**src/rtl/zpc_pkg.sv**
```systemverilog
package zpc_pkg;
  localparam int RIGHTS_W = 3;
  localparam int RES_W    = 2;
  localparam int BIT_RD   = 0;
  localparam int BIT_WR   = 1;
  localparam int BIT_EX   = 2;
  localparam logic [RES_W-1:0] RES_PASS = 2'b00;
  localparam logic [RES_W-1:0] RES_DENY = 2'b10;

  typedef enum logic [1:0] {
    ZC_BLOCK_USER = 2'd0,
    ZC_ENTRY      = 2'd1,
    ZC_OPEN_SUP   = 2'd2,
    ZC_OPEN_ALL   = 2'd3
  } zone_code_e;

  typedef struct packed {
    logic [RIGHTS_W-1:0] rights;
    logic [RES_W-1:0]    result;
  } verdict_t;

  // True when the zone code defers to the entry's stored rights.
  function automatic logic uses_entry(input logic [1:0] code, input logic user);
    case (zone_code_e'(code))
      ZC_OPEN_ALL:   uses_entry = 1'b0;
      ZC_OPEN_SUP:   uses_entry = user;
      ZC_BLOCK_USER: uses_entry = !user;
      default:       uses_entry = 1'b1;
    endcase
  endfunction

  // Bit of the rights vector an access kind needs (fetch > store > load).
  function automatic int needed_bit(input logic [1:0] kind);
    if (kind[1])      needed_bit = BIT_EX;
    else if (kind[0]) needed_bit = BIT_WR;
    else              needed_bit = BIT_RD;
  endfunction
endpackage

```
**src/rtl/zpc_out_stage.sv**
```systemverilog
module zpc_out_stage
  import zpc_pkg::*;
(
  input  logic     clk,
  input  logic     rst_n,
  input  logic     in_valid,
  output logic     in_ready,
  input  verdict_t in_data,
  output logic     out_valid,
  input  logic     out_ready,
  output verdict_t out_data
);
  logic fire;

  assign in_ready = !out_valid || out_ready;
  assign fire     = in_valid && in_ready;

  always_ff @(posedge clk) begin
    if (!rst_n) begin
      out_valid <= 1'b0;
      out_data  <= '0;
    end else if (fire) begin
      out_valid <= 1'b1;
      out_data  <= in_data;
    end else if (out_ready) begin
      out_valid <= 1'b0;
    end
  end

  assert_hold_stalled_R10: assert property (@(posedge clk) disable iff (!rst_n)
    (out_valid && !out_ready) |=> out_valid && $stable(out_data));
  assert_one_cycle_R9: assert property (@(posedge clk) disable iff (!rst_n)
    fire |=> out_valid);
  assert_no_accept_stalled_R10: assert property (@(posedge clk) disable iff (!rst_n)
    (out_valid && !out_ready) |-> !in_ready);
endmodule

```
**config.mk**
```make
export PLATFORM = sky130hd
export DESIGN_NAME = zpc_out_stage
export DESIGN_NICKNAME = d
export VERILOG_FILES = /design/src/rtl/zpc_pkg.sv /design/src/rtl/zpc_out_stage.sv
export SDC_FILE = /design/constraint.sdc
export NUM_CORES = 1
export LEC_CHECK = 0
export ABC_AREA = 1
export BUFFER_PORTS_ARGS = -buffer_cell sky130_fd_sc_hd__buf_2
export CORE_AREA = 2 2 39 41
export CTS_BUF_LIST = sky130_fd_sc_hd__clkbuf_4 sky130_fd_sc_hd__clkbuf_8
export DETAILED_ROUTE_END_ITERATION = 8
export DIE_AREA = 0 0 41 43
export GPL_TIMING_DRIVEN = 0
export SLEW_MARGIN = 20
export SYNTH_ARGS = -nofsm -noshare
export SYNTH_HDL_FRONTEND = slang
export SYNTH_SLANG_ARGS = --single-unit
export TNS_END_PERCENT = 50
```
**constraint.sdc**
```tcl
create_clock -name clk -period 0.8 [get_ports clk]
set_input_delay 0.16 -clock clk [delete_from_list [all_inputs] [get_ports clk]]
set_output_delay 0.16 -clock clk [all_outputs]
set_load 0.1 [all_outputs]
```
==> impl_metrics.ini <==
[sta]
fin_ws_ns = -0.2875
achievable-frequency_ghz = 0.9196
clock-skew-final_ns = 0.003059
timing.hold.ws_ns = 0.1865
finalCriticalPeriod_ns = 1.087
final_min_period_over_clock_period = 1.359
finalSetupViolCount = 13
worst_slew_pin_slew_ns = 0.1449
slew_headroom = 0.9034
hold_viol_final = 0
final-max-slew-violation-count = 0
unrepaired_setup_endpoints_after_global_routing = true

[worst_setup_path]
endpoint_kind = output port
critPathRequiredTime_ns = 0.64
worst_setup_path_start_kind = flip-flop
worst_setup_path_type = flip-flop to output port
cp_data_arrival_time_ns = 0.93
timing.critical_path.fanout_max = 2

[logic_synthesis]
postSynthCellCount = 37
seq_area_frac_synth = 0.4174
synth_enable_flop_cells = 0
yosys_warnings = 0
synth_top_cells_by_count = inv_1 (7), dfxtp_1 (6), a21oi_1 (5), nand2_1 (5), nor2_1 (5)
yosysTopAreaCellShare = 0.4174
synth_most_common_cell = inv_1
synth_fp_nets = 46
synthesis.area_per_instance_um2 = 7.778
async_reset_ff_frac = 0
synth_top_area_cell = dfxtp_1
mappedNetlistArea_um2 = 287.8
most_used_flip_flop_cell_after_synthesis = dfxtp_1
ys_ff_latch = 6
netlist-cell-type-count = 11
synth_top_cells_by_area = dfxtp_1 (42%), nand3_2 (10%), inv_1 (9.1%)

[floorplanning]
die_h_um = 43
die_w_um = 41
starting_density_of_the_core = 0.2080
fp-row-count = 14
design.die.area_um2 = 1763
ioPinCount = 16
floorplan.core_area_um2 = 1384

[global_route]
first_global_vias = 361
grt_first_pass_wirelength_um = 1373
grt_start_max_net_pins = 11
groute.usage.overall = 0.1234
grt_antenna_before_repair = 0
total_global_routing_overflow = 0

[run_status]
run_status = complete, but fails checks
failed_checks = negative setup slack

[job]
max_cap_violations = 0

[drt]
drt-initial-drc-count = 0
drt-pass1-iter-count = 1
ant_nets = 0
dr_total_vias = 313
detail_route.vias_per_cell = 4.013
drc_errors = 0
wl_um = 767
detailed_route_wire_length_per_cell_um = 9.833

[hold_path]
hold_class = primary input to flip-flop

[clocking]
clock_tree.htree_level_count = 1
clockRootBuffer = clkbuf_4
cts_inserted_buffers = 3
clock_sink_count = 6
clock_tree_from_tritoncts = built
clkLatencyLatePin_ns = 0.24
clk_path_buf_depth = 2
cts.reportedPaths.clkPinSlew_ns = 0.05

[cells_and_area]
nNetsFinal = 72
final_layout_size_suffix_gt1_frac = 0.6774
antenna_cells_inserted = 0
area_growth_pct = 111.3
num-fill-cells = 147

[pwr]
max-vdd-ir-drop_mv = 0.9253
power_leakage_nw = 0.3095
power.density_cell_area_nw_per_um2 = 1857

[placement]
dpl.hpwl_um = 455.9
buffer_ports.inserted = 15
finalWeightedCongestion = 0.6521
place_ws_ns = -0.3180
## layout by cell type, fill, tap and decap left out, drive strengths merged
cell type / netlist / routed
buf: 1 / 22
nand3: 5 / 5
nand2: 6 / 6
a21boi: 1 / 1
clkbuf: 1 / 5
nor2: 5 / 5
dfxtp: 6 / 6
inv: 7 / 7
a21oi: 5 / 5
## critical path, stage by stage, from the launching register on
cell,delay (ns)
dfxtp_4,0.35
nand2_4,0.05
buf_12,0.12
buf_12,0.15
## final cells by class
class                   instances  area [um2]  area share
flip-flops and latches          6       132.6      0.2181
clock buffers                   4       30.03     0.04938
plain buffers                   2       33.78     0.05556
inverters                       7       26.28     0.04321
well taps                      16       20.02     0.03292
repair buffers                 21       225.2      0.3704
multi-input cells              22       140.1      0.2305
## cell families after synthesis
| group | count (synthesis) | synth area share |
|---|---|---|
| compound gates | 6 | 0.1130 |
| buf+inv | 9 | 0.1783 |
| flops | 6 | 0.4174 |
| simple gates | 16 | 0.2913 |
## path summary, 6_finish.rpt
| check | start | endpoint | slack, ns | cells past startpoint |
|---|---|---|---|---|
| max reg2reg | out_valid | out_data[1] | -0.22 | 5 |
| max | out_valid | in_ready | -0.29 | 3 |
| min | rst_n | out_data[4] | 0.19 | 3 |
| min reg2reg | out_data[2] | out_data[2] | 0.50 | 2 |
## per-layer routing
metal,GRT usage,vias up,routed length (um)
met5,0,-,0
met4,0.06000,0,19
met3,0.06283,2,30
met2,0.2188,9,455
met1,0.1026,139,261
li1,-,163,-
## power breakdown
part	internal [mW]	switching (mW)
logic	0.176	0.261
clock network	0.223	0.120
registers	0.325	0.0242
total	0.725	0.405
## repair_timing
item                                    4_1_cts  5_1_grt
gates cloned                                  0        0
hold buffers                                  0        0
endpoints found under the setup margin       12       13
pin swaps                                     1        1
buffers inserted                              6        0
gates resized for setup                      29        1
endpoints found under the hold margin         0        0
## state kept, by name, indices dropped and copies added, names as in the netlist
signal / cells
out_data: 5
out_valid: 1
## through the flow
stage | instances | area [um2] | utilization | power, mW | setup TNS [ns]
floorplan | 37 | 330.3 | - | 0.6163 | -1.853
global route | 78 | 608.1 | 0.4394 | 1.182 | -2.715
global placement | 68 | 425.4 | 0.3074 | 0.6690 | -0.9277
detailed placement | 68 | 425.4 | 0.3074 | 0.6726 | -0.9867
finish | 78 | 608.1 | 0.4394 | 1.129 | -2.208
CTS | 78 | 605.6 | 0.4376 | 1.142 | -2.260
Power figures use the tool's default switching activity.
